--- config.mk ---
export PLATFORM = sky130hd
export DESIGN_NAME = irq_vector_ctrl
export DESIGN_NICKNAME = d
export VERILOG_FILES = /design/src/rtl/ivc_pkg.sv /design/src/rtl/ivc_edge_det.sv /design/src/rtl/ivc_regfile.sv /design/src/rtl/ivc_arbiter.sv /design/src/rtl/irq_vector_ctrl.sv
export SDC_FILE = /design/constraint.sdc
export NUM_CORES = 1
export LEC_CHECK = 0
export BUFFER_PORTS_ARGS = -buffer_cell sky130_fd_sc_hd__buf_2
export CORE_UTILIZATION = 50
export DETAILED_ROUTE_END_ITERATION = 10
export PLACE_DENSITY = 0.7
export SETUP_SLACK_MARGIN = 0.2
export SYNTH_ARGS = -nofsm -noshare
export SYNTH_HDL_FRONTEND = slang
export SYNTH_SLANG_ARGS = --single-unit
--- constraint.sdc ---
create_clock -name clk_i -period 60.5 [get_ports clk_i]
set_input_delay 3.025 -clock clk_i [delete_from_list [all_inputs] [get_ports clk_i]]
set_output_delay 3.025 -clock clk_i [all_outputs]
set_load 0.1 [all_outputs]
--- src/rtl/ivc_pkg.sv ---
package ivc_pkg;

  typedef enum logic [1:0] {
    OP_WRITE = 2'd0,
    OP_CLR   = 2'd1,
    OP_SET   = 2'd2,
    OP_INV   = 2'd3
  } alias_op_e;

  localparam int unsigned REG_CTRL = 0;
  localparam int unsigned REG_FLAG = 1;
  localparam int unsigned REG_EN   = 2;
  localparam int unsigned REG_PRIO = 3;

  localparam int unsigned CTRL_MVEC_BIT   = 8;
  localparam int unsigned CTRL_SHADOW_BIT = 12;

  localparam int unsigned DEF_N_SRC = 32;
  localparam int unsigned DEF_VEC_W = 3;

  function automatic logic [31:0] alias_word(alias_op_e op, logic [31:0] old, logic [31:0] wd);
    case (op)
      OP_WRITE: return wd;
      OP_CLR:   return old & ~wd;
      OP_SET:   return old | wd;
      default:  return old ^ wd;
    endcase
  endfunction

  function automatic logic [4:0] alias_lane(alias_op_e op, logic [4:0] old, logic [4:0] wd);
    case (op)
      OP_WRITE: return wd;
      OP_CLR:   return old & ~wd;
      OP_SET:   return old | wd;
      default:  return old ^ wd;
    endcase
  endfunction

  // four consecutive sources per vector
  function automatic logic [DEF_N_SRC*DEF_VEC_W-1:0] default_map();
    logic [DEF_N_SRC*DEF_VEC_W-1:0] m;
    m = '0;
    for (int s = 0; s < int'(DEF_N_SRC); s++) m[s*DEF_VEC_W +: DEF_VEC_W] = DEF_VEC_W'(s / 4);
    return m;
  endfunction

endpackage

--- src/rtl/ivc_edge_det.sv ---
module ivc_edge_det #(
  parameter int unsigned N_EXT = 5
) (
  input  logic             clk_i,
  input  logic             rst_ni,
  input  logic [N_EXT-1:0] pin_i,
  input  logic [N_EXT-1:0] rise_sel_i,
  output logic [N_EXT-1:0] hit_o
);

  logic [N_EXT-1:0] prev_q;

  always_ff @(posedge clk_i or negedge rst_ni) begin
    if (!rst_ni) prev_q <= '0;
    else         prev_q <= pin_i;
  end

  assign hit_o = (pin_i & ~prev_q & rise_sel_i) | (~pin_i & prev_q & ~rise_sel_i);

  // a detected edge always leaves the pin at the selected level
  a_r9_hit_level: assert property (@(posedge clk_i) disable iff (!rst_ni)
    (hit_o & (pin_i ^ rise_sel_i)) == '0);

endmodule

--- src/rtl/ivc_regfile.sv ---
module ivc_regfile import ivc_pkg::*; #(
  parameter int unsigned N_SRC  = 32,
  parameter int unsigned N_VEC  = 8,
  parameter int unsigned N_EXT  = 5,
  parameter int unsigned ADDR_W = 5
) (
  input  logic               clk_i,
  input  logic               rst_ni,
  input  logic               we_i,
  input  logic [ADDR_W-1:0]  addr_i,
  input  logic [31:0]        wdata_i,
  output logic [31:0]        rdata_o,
  input  logic [N_SRC-1:0]   hw_set_i,
  output logic [N_SRC-1:0]   flag_o,
  output logic [N_SRC-1:0]   en_o,
  output logic [N_VEC*3-1:0] prio_o,
  output logic [N_VEC*2-1:0] sub_o,
  output logic [N_EXT-1:0]   rise_sel_o,
  output logic               mvec_o,
  output logic               shadow_en_o
);

  localparam int unsigned IDX_W      = ADDR_W - 2;
  localparam int unsigned N_PRIO_REG = (N_VEC + 3) / 4;
  localparam logic [31:0] CTRL_MASK  = 32'((64'd1 << N_EXT) - 64'd1)
                                     | (32'd1 << CTRL_MVEC_BIT) | (32'd1 << CTRL_SHADOW_BIT);
  localparam logic [IDX_W-1:0] IDX_CTRL = IDX_W'(REG_CTRL);
  localparam logic [IDX_W-1:0] IDX_FLAG = IDX_W'(REG_FLAG);
  localparam logic [IDX_W-1:0] IDX_EN   = IDX_W'(REG_EN);

  logic [IDX_W-1:0] idx;
  alias_op_e        op;
  assign idx = addr_i[ADDR_W-1:2];
  assign op  = alias_op_e'(addr_i[1:0]);

  logic [31:0]      ctrl_q, ctrl_d;
  logic [N_SRC-1:0] flag_q, flag_d, en_q, en_d;
  logic [4:0]       prio_q [N_VEC];
  logic [4:0]       prio_d [N_VEC];
  logic [31:0]      flag_w, en_w, flag_new, en_new;
  logic [31:0]      prio_w [N_PRIO_REG];

  always_comb begin
    flag_w = '0;
    en_w   = '0;
    flag_w[N_SRC-1:0] = flag_q;
    en_w[N_SRC-1:0]   = en_q;
    for (int k = 0; k < int'(N_PRIO_REG); k++) begin
      prio_w[k] = '0;
      for (int l = 0; l < 4; l++)
        if (k*4 + l < int'(N_VEC)) prio_w[k][l*8 +: 5] = prio_q[k*4 + l];
    end
  end

  always_comb begin
    flag_new = alias_word(op, flag_w, wdata_i);
    en_new   = alias_word(op, en_w, wdata_i);
    ctrl_d   = ctrl_q;
    flag_d   = flag_q;
    en_d     = en_q;
    for (int v = 0; v < int'(N_VEC); v++) prio_d[v] = prio_q[v];
    if (we_i) begin
      if (idx == IDX_CTRL) ctrl_d = alias_word(op, ctrl_q, wdata_i) & CTRL_MASK;
      if (idx == IDX_FLAG) flag_d = flag_new[N_SRC-1:0];
      if (idx == IDX_EN)   en_d   = en_new[N_SRC-1:0];
      for (int k = 0; k < int'(N_PRIO_REG); k++)
        if (idx == IDX_W'(REG_PRIO + k))
          for (int l = 0; l < 4; l++)
            if (k*4 + l < int'(N_VEC))
              prio_d[k*4 + l] = alias_lane(op, prio_q[k*4 + l], wdata_i[l*8 +: 5]);
    end
    flag_d = flag_d | hw_set_i;  // hardware set wins over software clear
  end

  always_ff @(posedge clk_i or negedge rst_ni) begin
    if (!rst_ni) begin
      ctrl_q <= '0;
      flag_q <= '0;
      en_q   <= '0;
      for (int v = 0; v < int'(N_VEC); v++) prio_q[v] <= '0;
    end else begin
      ctrl_q <= ctrl_d;
      flag_q <= flag_d;
      en_q   <= en_d;
      for (int v = 0; v < int'(N_VEC); v++) prio_q[v] <= prio_d[v];
    end
  end

  always_comb begin
    rdata_o = '0;
    if (idx == IDX_CTRL) rdata_o = ctrl_q;
    if (idx == IDX_FLAG) rdata_o = flag_w;
    if (idx == IDX_EN)   rdata_o = en_w;
    for (int k = 0; k < int'(N_PRIO_REG); k++)
      if (idx == IDX_W'(REG_PRIO + k)) rdata_o = prio_w[k];
  end

  for (genvar v = 0; v < N_VEC; v++) begin : g_prio_out
    assign prio_o[v*3 +: 3] = prio_q[v][4:2];
    assign sub_o[v*2 +: 2]  = prio_q[v][1:0];
  end

  assign flag_o      = flag_q;
  assign en_o        = en_q;
  assign rise_sel_o  = ctrl_q[N_EXT-1:0];
  assign mvec_o      = ctrl_q[CTRL_MVEC_BIT];
  assign shadow_en_o = ctrl_q[CTRL_SHADOW_BIT];

  // a hardware pulse always leaves its flag set
  a_r8_hw_set_wins: assert property (@(posedge clk_i) disable iff (!rst_ni)
    (|hw_set_i) |=> ((flag_q & $past(hw_set_i)) == $past(hw_set_i)));

  // unimplemented control bits never become set
  a_r7_ctrl_mask: assert property (@(posedge clk_i) disable iff (!rst_ni)
    (ctrl_q & ~CTRL_MASK) == '0);

endmodule

--- src/rtl/ivc_arbiter.sv ---
module ivc_arbiter #(
  parameter int unsigned N_SRC = 32,
  parameter int unsigned N_VEC = 8,
  parameter int unsigned VEC_W = 3,
  parameter logic [N_SRC*VEC_W-1:0] SRC_VEC = '0
) (
  input  logic [N_SRC-1:0]   flag_i,
  input  logic [N_SRC-1:0]   en_i,
  input  logic [N_VEC*3-1:0] prio_i,
  input  logic [N_VEC*2-1:0] sub_i,
  input  logic [2:0]         cpu_lvl_i,
  output logic               found_o,
  output logic [VEC_W-1:0]   vec_o,
  output logic [2:0]         lvl_o
);

  logic [4:0] best_key;

  // descending scan with >= leaves the lowest source on ties
  always_comb begin
    logic [VEC_W-1:0] v;
    logic [2:0]       p;
    logic [1:0]       sb;
    found_o  = 1'b0;
    vec_o    = '0;
    lvl_o    = '0;
    best_key = '0;
    for (int s = int'(N_SRC) - 1; s >= 0; s--) begin
      v  = SRC_VEC[s*VEC_W +: VEC_W];
      p  = prio_i[int'(v)*3 +: 3];
      sb = sub_i[int'(v)*2 +: 2];
      if (flag_i[s] && en_i[s] && (p > cpu_lvl_i) && (!found_o || {p, sb} >= best_key)) begin
        found_o  = 1'b1;
        best_key = {p, sb};
        vec_o    = v;
        lvl_o    = p;
      end
    end
  end

endmodule

--- src/rtl/irq_vector_ctrl.sv ---
module irq_vector_ctrl import ivc_pkg::*; #(
  parameter int unsigned N_SRC    = 32,
  parameter int unsigned N_VEC    = 8,
  parameter int unsigned VEC_W    = 3,
  parameter int unsigned N_EXT    = 5,
  parameter int unsigned EXT_BASE = 24,
  parameter int unsigned ADDR_W   = 5,
  parameter logic [N_SRC*VEC_W-1:0] SRC_VEC = default_map()
) (
  input  logic              clk_i,
  input  logic              rst_ni,
  input  logic [N_SRC-1:0]  src_pulse_i,
  input  logic [N_EXT-1:0]  ext_pin_i,
  input  logic              reg_we_i,
  input  logic [ADDR_W-1:0] reg_addr_i,
  input  logic [31:0]       reg_wdata_i,
  output logic [31:0]       reg_rdata_o,
  input  logic [2:0]        cpu_lvl_i,
  input  logic              ack_i,
  output logic              irq_o,
  output logic [VEC_W-1:0]  irq_vec_o,
  output logic [2:0]        irq_lvl_o,
  output logic              shadow_sel_o
);

  logic [N_SRC-1:0]   flag, en, hw_set;
  logic [N_VEC*3-1:0] prio;
  logic [N_VEC*2-1:0] sub;
  logic [N_EXT-1:0]   rise_sel, ext_hit;
  logic               mvec, shadow_en;
  logic               found, fire;
  logic [VEC_W-1:0]   win_vec;
  logic [2:0]         win_lvl;

  ivc_edge_det #(.N_EXT(N_EXT)) u_edge (
    .clk_i      (clk_i),
    .rst_ni     (rst_ni),
    .pin_i      (ext_pin_i),
    .rise_sel_i (rise_sel),
    .hit_o      (ext_hit)
  );

  always_comb begin
    hw_set = src_pulse_i;
    for (int k = 0; k < int'(N_EXT); k++) hw_set[EXT_BASE + k] = hw_set[EXT_BASE + k] | ext_hit[k];
  end

  ivc_regfile #(.N_SRC(N_SRC), .N_VEC(N_VEC), .N_EXT(N_EXT), .ADDR_W(ADDR_W)) u_regs (
    .clk_i       (clk_i),
    .rst_ni      (rst_ni),
    .we_i        (reg_we_i),
    .addr_i      (reg_addr_i),
    .wdata_i     (reg_wdata_i),
    .rdata_o     (reg_rdata_o),
    .hw_set_i    (hw_set),
    .flag_o      (flag),
    .en_o        (en),
    .prio_o      (prio),
    .sub_o       (sub),
    .rise_sel_o  (rise_sel),
    .mvec_o      (mvec),
    .shadow_en_o (shadow_en)
  );

  ivc_arbiter #(.N_SRC(N_SRC), .N_VEC(N_VEC), .VEC_W(VEC_W), .SRC_VEC(SRC_VEC)) u_arb (
    .flag_i    (flag),
    .en_i      (en),
    .prio_i    (prio),
    .sub_i     (sub),
    .cpu_lvl_i (cpu_lvl_i),
    .found_o   (found),
    .vec_o     (win_vec),
    .lvl_o     (win_lvl)
  );

  assign fire = found & ~ack_i;

  always_ff @(posedge clk_i or negedge rst_ni) begin
    if (!rst_ni) begin
      irq_o        <= 1'b0;
      irq_vec_o    <= '0;
      irq_lvl_o    <= '0;
      shadow_sel_o <= 1'b0;
    end else begin
      irq_o        <= fire;
      irq_vec_o    <= (fire && mvec) ? win_vec : '0;
      irq_lvl_o    <= fire ? win_lvl : '0;
      shadow_sel_o <= fire && shadow_en && (win_lvl == 3'd7);
    end
  end

  // a request is always above the level the cpu ran at when it was taken
  a_r2_above_cpu: assert property (@(posedge clk_i) disable iff (!rst_ni)
    irq_o |-> (irq_lvl_o > $past(cpu_lvl_i)));

  // level zero is never requested
  a_r3_no_zero_lvl: assert property (@(posedge clk_i) disable iff (!rst_ni)
    irq_o |-> (irq_lvl_o != 3'd0));

  // single-vector mode reports vector 0
  a_r6_single_vec: assert property (@(posedge clk_i) disable iff (!rst_ni)
    !mvec |=> (irq_vec_o == '0));

  // acknowledge opens a one-cycle gap
  a_r11_ack_gap: assert property (@(posedge clk_i) disable iff (!rst_ni)
    ack_i |=> !irq_o);

  // shadow select only with a level-7 request
  a_r12_shadow: assert property (@(posedge clk_i) disable iff (!rst_ni)
    shadow_sel_o |-> (irq_o && irq_lvl_o == 3'd7));

endmodule

==> run metrics <==
commonest non-fill, non-tap cell in the layout=ha_1; clock buffer depth=2; skew final=0.01291 ns; H-tree depth=4; crit path DAT=54.00 ns; commonest cells after routing, fill and taps aside=ha_1 (335), a21oi_1 (247), inv_1 (230); vias in the first global route=18100; io pins=121; Final setup viols=0; antenna violations before repair=4; drt first-iter violations=1680; final net count=2821; Vias per Instance=around 6.6; drt first pass iters=5; FF+latch count, synth=124; cts hold-fix bufs=0; status=finished, final reports clean; Vias=18930; Initial Utilization=around half; Core Rows=70; Worst Setup End Kind=register; syn nets=2774; Post-Syn Area=18770 um^2; GR Util All Layers=between 30% and 40%; maxcap violations=0; Worst Path Max Fanout=18; global-route wire length before repair=around 110 mm; Syn-to-layout area delta=8.111%; slowest stage cell on the critical path=o31ai_1; fin crit share=88.68%; Post-CTS Setup Repair Bufs=0; RSZ-0062 raised after global routing=false; Mapped Cells=2358; Slew Limit Fails=0; Reg clk slew, reported paths=about 0.07 ns; CP max stage delay=0.55 ns; layout cells sized above 1=between 10% and 20%; syn avg cell area=7.962 um^2; Achievable Freq=0.01864 GHz; final wirelength=between 60 and 70 mm; DIE HEIGHT=195.8 um; drt wl/cell=23.58 um; EDFF count, synth=0; Fin. Hold Viols=0; YS warnings=0; Worst Setup Path Type=input pin to register; GRT overflow=0; CTS root buf=clkbuf_16; Skew-Pair Late Insertion Delay=0.46 ns; Sequential Area=about 3100 um^2; Sum Neg Setup Slack=0 ns; Hold Path Class=register to register; CTS resizes=0; Worst Path Required=60.85 ns; CORE AREA=36790 um^2; FILL cells=3414; main flop type after synthesis=dfrtp_1; ys async rst share=100.0%; HPWL after DPL=50.86 mm; DRT antenna net count=0; GP Congestion=1.043; # clock sinks=124; cts bufs inserted=17; Slew @ Worst Pin=1.298 ns; largest net degree at the start of global routing=146; area taken by multi-input logic gates=between 10000 and 15000 um^2; chip width=195.8 um; fin crit period=roughly 54 ns; sequential area share after synthesis=16.53%; DRC=0; most numerous cell on the critical path=ha_1; Max-Slew Margin vs Limit=13.12%; nature of the critical path startpoint=input pin; Die Area=approximately 38000 um^2; IO Port Bufs=120; synth unique cells=101; CTS tree=done
worst max-delay path: cells and delay by family:
kind,cells,cell delay [ns]
compound gates,105,23.62
fa+ha+maj,29,8.25
buf+inv,13,1.45
mux,17,6.24
simple gates,73,11.34
per-stage QoR:
stage	hold WS [ns]	util [%]	cell area, um^2	setup WS (ns)	cells
final	0.5664	55.18	20300	6.849	2886
after global routing	0.6125	55.17	20290	2.902	2885
after CTS	0.5639	55.17	20290	7.799	2885
after detailed placement	0.5499	53.60	19720	7.483	2854
after global placement	0.5533	53.60	19720	8.150	2854
after floorplan	0.4808	-	18770	13.39	2358
kinds of logic after synthesis:
kind of cell	after synthesis	share of synthesized area, %
DFF	124	16.53
xor gates and xnor gates	9	0.4199
buffers and inverters	342	6.898
adders and majority gates	337	22.43
muxes	178	10.68
and+or+nand+nor	593	14.99
AOI/OAI and AO/OA	775	28.06
routing by layer:
layer  GRT usage [%]  part of all wire (%)  up-vias  wire [um]
met4           13.02                   3.5        2       2372
met1           49.35                    45     9169      30940
met2           55.00                    44      823      29670
li1                -                     -     8793          -
met5               0                 0.018        -         12
met3           5.295                   7.4      138       5053
path summary, 6_finish.rpt:
| path | cells after the start | start | to | slack [ns] |
|---|---|---|---|---|
| max | 237 | cpu_lvl_i[2] | irq_lvl_o[2]$_DFF_PN0_ | 6.85 |
| min | 1 | u_regs.flag_o[6]$_DFF_PN0_ | u_regs.flag_o[6]$_DFF_PN0_ | 0.57 |
| max reg2reg | 236 | u_regs.prio_o[21]$_DFFE_PN0P_ | irq_lvl_o[2]$_DFF_PN0_ | 9.42 |
| min reg2reg | 1 | u_regs.flag_o[6]$_DFF_PN0_ | u_regs.flag_o[6]$_DFF_PN0_ | 0.57 |
| max in group asynchronous | 2 | rst_ni | u_regs.en_o[25]$_DFFE_PN0P_ | 56.66 |
| min in group asynchronous | 1 | rst_ni | u_regs.flag_o[15]$_DFF_PN0_ | 2.59 |
Yosys cell counts (6+ instances only):
cell	count	share of area (%)
xnor2_1	9	0.42
o211ai_1	15	0.60
nand2b_1	25	0.83
mux2i_1	41	2.2
and2_1	18	0.60
o22ai_1	17	0.57
nor4_1	7	0.23
or3_1	8	0.27
nor3_1	28	0.75
a211oi_1	144	5.8
buf_1	15	0.30
o21ai_1	12	0.32
o211a_1	6	0.32
mux2_2	129	7.7
or2_2	11	0.37
nand2_1	109	2.2
o31ai_1	16	0.64
a311oi_1	6	0.28
a21oi_1	247	6.6
a21o_1	17	0.68
o21ai_0	78	2.1
a22oi_1	32	1.3
a31oi_1	33	1.1
nand4_1	12	0.40
nand3_1	66	1.8
o21a_1	13	0.52
ha_1	335	22
nor2b_1	21	0.70
and3_1	34	1.1
dfrtp_1	124	17
inv_1	230	4.6
a211o_1	29	1.4
nor2_1	227	4.5
clkbuf_1	91	1.8
o31a_1	8	0.37
registers in the layout, summed over array words and instances (netlist names):
register / count
irq_lvl_o: 3
irq_o: 1
irq_vec_o: 3
shadow_sel_o: 1
u_edge.prev_q: 5
u_regs.ctrl_q: 7
u_regs.en_o: 32
u_regs.flag_o: 32
u_regs.prio_o: 24
u_regs.sub_o: 16
final cells by class:
| cell class | count | share of cell area [%] |
|---|---|---|
| Multi-Input combinational cell | 1892 | 70.93 |
| Sequential cell | 124 | 15.29 |
| Inverter | 231 | 4.272 |
| Timing Repair Buffer | 139 | 3.773 |
| Tap cell | 468 | 2.885 |
| Clock buffer | 22 | 2.287 |
| Clock inverter | 9 | 0.5548 |
| Antenna cell | 1 | 0.01233 |
Power is not shown: default switching activity piles up to over one toggle a cycle in this logic, so the estimate is an artifact.
